### src/rtl/rtc_pkg.sv
// Shared constants, register addresses and the decade scale helper for the
// prescaled down counter. Assumes a 32-bit register data path.
package rtc_pkg;

    localparam int DATA_W   = 32;
    localparam int RES_W    = 3;
    localparam int BIT_RUN  = 0;
    localparam int BIT_REP  = 1;
    localparam int BIT_OE   = 2;
    localparam int RES_LSB  = 20;
    localparam int MAX_CODE = 5;

    typedef enum logic [1:0] {
        ADDR_CTRL  = 2'd0,
        ADDR_LOAD  = 2'd1,
        ADDR_COUNT = 2'd2,
        ADDR_SPARE = 2'd3
    } reg_addr_e;

    // Decade multiplier for a resolution code; unused codes fall back to 1.
    function automatic int unsigned decade_scale(input logic [RES_W-1:0] code);
        int unsigned s;
        s = 1;
        if (int'(code) > MAX_CODE) begin
            return 1;
        end
        for (int i = 0; i < MAX_CODE; i++) begin
            if (i < int'(code)) begin
                s = s * 10;
            end
        end
        return s;
    endfunction

endpackage

### src/rtl/rtc_prescale.sv
// Tick generator: divides the system clock to the period selected by the
// resolution code. Assumes CYC_PER_US >= 1. The divider is held at zero while
// stopped and is cleared by every accepted start, so the first tick arrives a
// full period after the start edge.
module rtc_prescale #(
    parameter int unsigned CYC_PER_US = 200
) (
    input  logic                     clk,
    input  logic                     rst_n,
    input  logic                     run,
    input  logic                     start,
    input  logic [rtc_pkg::RES_W-1:0] res,
    output logic                     tick
);
    localparam int unsigned MAX_PERIOD = CYC_PER_US * 100000;
    localparam int          PW         = $clog2(MAX_PERIOD + 1);
    localparam int          NUM_CODES  = 1 << rtc_pkg::RES_W;

    logic [PW-1:0] per_tab [NUM_CODES];
    logic [PW-1:0] period;
    logic [PW-1:0] div_cnt;

    // One period constant per resolution code.
    for (genvar g = 0; g < NUM_CODES; g++) begin : g_period
        localparam logic [PW-1:0] PER =
            PW'(CYC_PER_US * rtc_pkg::decade_scale(rtc_pkg::RES_W'(g)));
        assign per_tab[g] = PER;
    end

    assign period = per_tab[res];

    // Tick fires in the last cycle of each period while running.
    assign tick = run && (div_cnt >= (period - 1'b1));

    // Divider counter: cleared while stopped, on start and at each tick.
    always_ff @(posedge clk) begin
        if (!rst_n) begin
            div_cnt <= '0;
        end else if (!run || start || tick) begin
            div_cnt <= '0;
        end else begin
            div_cnt <= div_cnt + 1'b1;
        end
    end

endmodule

### src/rtl/rtc_count_core.sv
// Live count register with zero detection, reload and event pulses.
// Assumes run/rep/reload come from the control block and tick from the
// prescaler. The zero event is taken on the tick that sees a count of one.
module rtc_count_core #(
    parameter int COUNT_W = 32
) (
    input  logic               clk,
    input  logic               rst_n,
    input  logic               run,
    input  logic               rep,
    input  logic               oe,
    input  logic               tick,
    input  logic [COUNT_W-1:0] reload,
    input  logic               load_wr,
    input  logic [COUNT_W-1:0] load_data,
    output logic [COUNT_W-1:0] count,
    output logic               halt,
    output logic               irq,
    output logic               out_strobe
);
    logic expire;

    // Zero event and whether it ends the run.
    assign expire = run && tick && (count == COUNT_W'(1));
    assign halt   = expire && (!rep || (reload == '0));

    // Live count: preset while stopped, step or reload while running.
    always_ff @(posedge clk) begin
        if (!rst_n) begin
            count <= '0;
        end else if (!run && load_wr) begin
            count <= load_data;
        end else if (run && tick) begin
            if (count == COUNT_W'(1)) begin
                count <= rep ? reload : '0;
            end else begin
                count <= count - 1'b1;
            end
        end
    end

    // Event pulses, one cycle after the zero edge.
    always_ff @(posedge clk) begin
        if (!rst_n) begin
            irq        <= 1'b0;
            out_strobe <= 1'b0;
        end else begin
            irq        <= expire;
            out_strobe <= expire && oe;
        end
    end

    AST_HOLD_BETWEEN_TICKS: assert property (@(posedge clk) disable iff (!rst_n)
        (run && !tick) |=> $stable(count));
    AST_IRQ_AFTER_ONE: assert property (@(posedge clk) disable iff (!rst_n)
        irq |-> ($past(count) == COUNT_W'(1)));
    AST_STOP_AT_ZERO: assert property (@(posedge clk) disable iff (!rst_n)
        (run && tick && count == COUNT_W'(1) && !rep) |=> (count == '0 && !run));
    AST_RELOAD_ON_ZERO: assert property (@(posedge clk) disable iff (!rst_n)
        (run && tick && count == COUNT_W'(1) && rep && reload != '0)
        |=> (run && count == $past(reload)));
    AST_STROBE_WITH_IRQ: assert property (@(posedge clk) disable iff (!rst_n)
        out_strobe |-> irq);

endmodule

### src/rtl/rtc_ctrl_regs.sv
// Register block: control fields, load value, start qualification and the
// read mux. Assumes one register access per cycle; read data follows
// reg_addr combinationally.
module rtc_ctrl_regs #(
    parameter int COUNT_W = 32
) (
    input  logic                        clk,
    input  logic                        rst_n,
    input  logic                        reg_wr,
    input  logic [1:0]                  reg_addr,
    input  logic [rtc_pkg::DATA_W-1:0]  reg_wdata,
    output logic [rtc_pkg::DATA_W-1:0]  reg_rdata,
    input  logic [COUNT_W-1:0]          count,
    input  logic                        halt,
    output logic                        run,
    output logic                        rep,
    output logic                        oe,
    output logic [rtc_pkg::RES_W-1:0]   res,
    output logic [COUNT_W-1:0]          reload,
    output logic                        start,
    output logic                        load_wr
);
    import rtc_pkg::*;

    logic ctrl_wr;

    assign ctrl_wr = reg_wr && (reg_addr == ADDR_CTRL);
    assign load_wr = reg_wr && (reg_addr == ADDR_LOAD);

    // A start is accepted only with a non-zero count that is not expiring.
    assign start = ctrl_wr && reg_wdata[BIT_RUN] && (count != '0) && !halt;

    // Control fields and run state.
    always_ff @(posedge clk) begin
        if (!rst_n) begin
            run <= 1'b0;
            rep <= 1'b0;
            oe  <= 1'b0;
            res <= '0;
        end else if (ctrl_wr) begin
            run <= start;
            rep <= reg_wdata[BIT_REP];
            oe  <= reg_wdata[BIT_OE];
            res <= reg_wdata[RES_LSB +: RES_W];
        end else if (halt) begin
            run <= 1'b0;
        end
    end

    // Stored load value used for presets and reloads.
    always_ff @(posedge clk) begin
        if (!rst_n) begin
            reload <= '0;
        end else if (load_wr) begin
            reload <= reg_wdata[COUNT_W-1:0];
        end
    end

    // Read mux.
    always_comb begin
        reg_rdata = '0;
        case (reg_addr)
            ADDR_CTRL: begin
                reg_rdata[BIT_RUN]             = run;
                reg_rdata[BIT_REP]             = rep;
                reg_rdata[BIT_OE]              = oe;
                reg_rdata[RES_LSB +: RES_W]    = res;
            end
            ADDR_LOAD:  reg_rdata = DATA_W'(reload);
            ADDR_COUNT: reg_rdata = DATA_W'(count);
            default:    reg_rdata = '0;
        endcase
    end

    AST_NO_RUN_AT_ZERO: assert property (@(posedge clk) disable iff (!rst_n)
        run |-> (count != '0));
    AST_START_KEEPS_COUNT: assert property (@(posedge clk) disable iff (!rst_n)
        (run && ctrl_wr && reg_wdata[BIT_RUN] && !halt) |=> (run && count != '0));

endmodule

### src/rtl/rt_down_timer.sv
// Top of the prescaled real-time down counter: register block, prescaler and
// count core. Assumes CLK_FREQ_HZ is a whole multiple of 1 MHz and
// COUNT_W <= 32.
module rt_down_timer #(
    parameter int unsigned CLK_FREQ_HZ = 200_000_000,
    parameter int          COUNT_W     = 32
) (
    input  logic        clk,
    input  logic        rst_n,
    input  logic        reg_wr,
    input  logic [1:0]  reg_addr,
    input  logic [31:0] reg_wdata,
    output logic [31:0] reg_rdata,
    output logic        irq,
    output logic        out_strobe
);
    localparam int unsigned CYC_PER_US = CLK_FREQ_HZ / 1_000_000;

    logic                      run;
    logic                      rep;
    logic                      oe;
    logic [rtc_pkg::RES_W-1:0] res;
    logic [COUNT_W-1:0]        reload;
    logic [COUNT_W-1:0]        count;
    logic                      start;
    logic                      load_wr;
    logic                      halt;
    logic                      tick;

    rtc_ctrl_regs #(.COUNT_W(COUNT_W)) i_regs (
        .clk       (clk),
        .rst_n     (rst_n),
        .reg_wr    (reg_wr),
        .reg_addr  (reg_addr),
        .reg_wdata (reg_wdata),
        .reg_rdata (reg_rdata),
        .count     (count),
        .halt      (halt),
        .run       (run),
        .rep       (rep),
        .oe        (oe),
        .res       (res),
        .reload    (reload),
        .start     (start),
        .load_wr   (load_wr)
    );

    rtc_prescale #(.CYC_PER_US(CYC_PER_US)) i_presc (
        .clk   (clk),
        .rst_n (rst_n),
        .run   (run),
        .start (start),
        .res   (res),
        .tick  (tick)
    );

    rtc_count_core #(.COUNT_W(COUNT_W)) i_core (
        .clk        (clk),
        .rst_n      (rst_n),
        .run        (run),
        .rep        (rep),
        .oe         (oe),
        .tick       (tick),
        .reload     (reload),
        .load_wr    (load_wr),
        .load_data  (reg_wdata[COUNT_W-1:0]),
        .count      (count),
        .halt       (halt),
        .irq        (irq),
        .out_strobe (out_strobe)
    );

endmodule

### config.mk
export PLATFORM = sky130hd
export DESIGN_NAME = rt_down_timer
export DESIGN_NICKNAME = d
export VERILOG_FILES = /design/src/rtl/rtc_pkg.sv /design/src/rtl/rtc_prescale.sv /design/src/rtl/rtc_count_core.sv /design/src/rtl/rtc_ctrl_regs.sv /design/src/rtl/rt_down_timer.sv
export SDC_FILE = /design/constraint.sdc
export NUM_CORES = 1
export LEC_CHECK = 0
export ABC_AREA = 1
export BUFFER_PORTS_ARGS = -buffer_cell sky130_fd_sc_hd__buf_4
export CAP_MARGIN = 20
export CORE_MARGIN = 2
export CORE_UTILIZATION = 30
export DETAILED_ROUTE_END_ITERATION = 8
export PLACE_DENSITY = 0.46
export SYNTH_ARGS = -nofsm -noshare
export SYNTH_HDL_FRONTEND = slang
export SYNTH_HIERARCHICAL = 1
export SYNTH_SLANG_ARGS = --single-unit
### constraint.sdc
create_clock -name clk -period 10.5 [get_ports clk]
set_clock_uncertainty 0.15 [all_clocks]
set_input_delay 1.05 -clock clk [delete_from_list [all_inputs] [get_ports clk]]
set_output_delay 1.05 -clock clk [all_outputs]
set_load 0.02 [all_outputs]
==> flow_metrics.env <==
export IMPL_status="finished clean"
export IMPL_cts_tree="yes"
export IMPL_post_cts_buffers=0
export IMPL_rows=56
export IMPL_drv_slew=0
export IMPL_cts_made_buffers=9
export IMPL_antenna_found_initial=0
export IMPL_final_net_count=1335
export IMPL_timing_critical_path_buf_inv=7
export IMPL_ys_warn_count=6
export IMPL_netlist_instances=1209
export IMPL_clockRootBuffer="clkbuf_16"
export IMPL_cp_end_kind="flop"
export IMPL_antenna_left=0
export IMPL_yosysUniqueCellTypes=39
export IMPL_cts_buffer_depth=2
export IMPL_ys_top_cells_by_count="nand2_1, nor2_1, dfxtp_1, inv_1, nand3_1"
export IMPL_clock_sinks=97
export IMPL_setup_violations=0
export IMPL_yosys_area_top_type_share_pct=26.90
export IMPL_ys_ff_latch=97
export IMPL_grt_pass1_vias=7204
export IMPL_hold_viol_final=0
export IMPL_viasPerCell=4.771
export IMPL_final_util_pct=35.17
export IMPL_io_pins=71
export IMPL_yosys_area_top_type="dfxtp_1"
export IMPL_multiInputGateArea_um2=4705
export IMPL_avgSynthCellArea_um2=5.970
export IMPL_finalSetupTns_ns=0
export IMPL_drc=0
export IMPL_p_leak_uw=0.003735
export IMPL_relSlewSlack_pct=44.74
export IMPL_cp_top_family="simple AND/OR/NAND/NOR gates"
export IMPL_arrival_ns=4.54
export IMPL_synth_area_top_cells="dfxtp_1, nand2_1, nor2_1, ha_1, inv_1"
export IMPL_cpPeakStageDelay_ns=0.50
export IMPL_fill_cells=2704
export IMPL_wl_mm=25.64
export IMPL_cellPowerDensity_nw_per_um2=117.6
export IMPL_antenna_cells=0
export IMPL_clk_pin_slew_ns=0.08
export IMPL_via_count=7557
export IMPL_crit_type="flop to flop"
export IMPL_die_h_um=159.1
export IMPL_drv_cap=0
export IMPL_critPathSlowestCell="dfxtp_1"
export IMPL_pre_cts_ws_ns=5.818
export IMPL_cp_max_fo=25
export IMPL_area_growth_syn_to_layout_pct=14.70
export IMPL_grt_first_pass_wirelength_mm=40.98
export IMPL_stdcell_area_um2=8279
export IMPL_die_w_um=159.1
export IMPL_hold_start="i_presc/div_cnt[0]"
export IMPL_cp_start_kind="flop"
export IMPL_fin_crit_ns=4.411
export IMPL_fin_crit_sh_pct=42.01
export IMPL_gr_total_overflow=0
export IMPL_fmax_mhz=226.7
export IMPL_rsz0062_at_grt="false"
export IMPL_crit_start="i_regs/res[1]"
export IMPL_tightestPinTransition_ns=0.8280
export IMPL_dieArea_um2=25320
export IMPL_post_drt_wl_per_cell_um=16.19
export IMPL_setup_ws_ns=6.089
export IMPL_synth_flop_cell="dfxtp_1"
export IMPL_hp_class="flop to flop"
export IMPL_gp_congestion=0.8741
export IMPL_grt_usage_pct=20.34
export IMPL_ys_seq_area_share_pct=26.90
export IMPL_core_area_um2=23540
export IMPL_grt_max_degree=41
export IMPL_vdd_drop_max_uv=66.28
export IMPL_first_iter_violations=651
export IMPL_dp_hpwl_mm=19.05
export IMPL_critical_path_required_ns=10.63
export IMPL_ctsResizeCount=0
export IMPL_initial_core_util_pct=30.66
export IMPL_synth_edf_count=0
export IMPL_drive_above_1_share_pct=9.960
export IMPL_htreeDepth=3
export IMPL_postCtsHoldBufs=0
export IMPL_synthArstFlopShare_pct=0
export IMPL_reg2reg_from="i_regs/res[1]"
export IMPL_io_buffers=70
export IMPL_power_uw=973.6
export IMPL_seq_area_um2=1942
export IMPL_firstDrtPassIters=5
export IMPL_clk_insertion_delay_late_ns=0.36
export IMPL_yosysMostFrequentCell="nand2_1"
export IMPL_synth_area_um2=7218
export IMPL_placed_area_um2=7993
[stage by stage]
| step | hold slack (ns) | instances |
|---|---|---|
| 6_report | 0.3440 | 1584 |
| 3_3_place_gp | 0.3300 | 1568 |
| 3_5_place_dp | 0.3301 | 1568 |
| 4_1_cts | 0.3497 | 1584 |
| 2_1_floorplan | 0.3010 | 1211 |
| 5_1_grt | 0.3676 | 1584 |
[logic make-up (layout without fill, tap and decap cells)]
group / after synthesis / in the layout / share of synthesized area, %
XOR/XNOR: 36 / 36 / 4.368
AND/OR/NAND/NOR: 751 / 751 / 42.97
flip-flops: 97 / 97 / 26.90
other: 1 / 3 / 0.05195
adder cells (fa/ha/maj): 38 / 38 / 6.587
AO/OA/AOI/OAI: 149 / 149 / 11.06
buffers and inverters: 137 / 191 / 8.060
[state kept, by name (all words and copies together), names as in the netlist]
name	count
i_core/count	32
i_core/irq	1
i_core/out_strobe	1
i_presc/div_cnt	25
i_regs/oe	1
i_regs/reload	32
i_regs/rep	1
i_regs/res	3
i_regs/run	1
[layout by cell type, fill, tap and decap left out, drive strengths merged, types with 9 or more instances in the layout]
cell type / netlist / final
inv: 95 / 98
ha: 38 / 38
o21ai: 69 / 69
nand2: 365 / 365
buf: 22 / 76
nand3: 67 / 67
clkbuf: 16 / 9
dfxtp: 97 / 97
xnor2: 15 / 15
xor2: 21 / 21
nand4: 10 / 10
nor2: 289 / 289
a21oi: 68 / 68
[worst paths after layout]
kind / endpoint / slack [ns] / depth (start not counted)
max: i_presc/div_cnt[16] / 6.09 / 29
min: i_presc/div_cnt[0] / 0.34 / 1
min reg2reg: i_presc/div_cnt[0] / 0.34 / 1
max reg2reg: i_presc/div_cnt[16] / 6.09 / 29
[area by class of cell]
cell class              instances  area share [%]
multi-input cells             977           56.82
flip-flops and latches         97           23.45
clock inverters                 7          0.7405
inverters                      99           4.549
well taps                     319           4.821
repair buffers                 76           6.891
clock buffers                   9           2.720
[where the power goes]
part	internal [uW]	switching [uW]	total (uW)
combinational	81.1	157	238
sequential	379	19.7	399
clock	165	171	337
[layer usage]
layer | up-vias | wire (um) | track usage, %
met5 | - | 0 | 0
met4 | 0 | 377 | 5.165
met3 | 21 | 1024 | 2.891
met2 | 144 | 11820 | 33.72
met1 | 3468 | 12420 | 27.80
li1 | 3924 | - | -
Note: power is estimated with default switching activity, not from simulation.
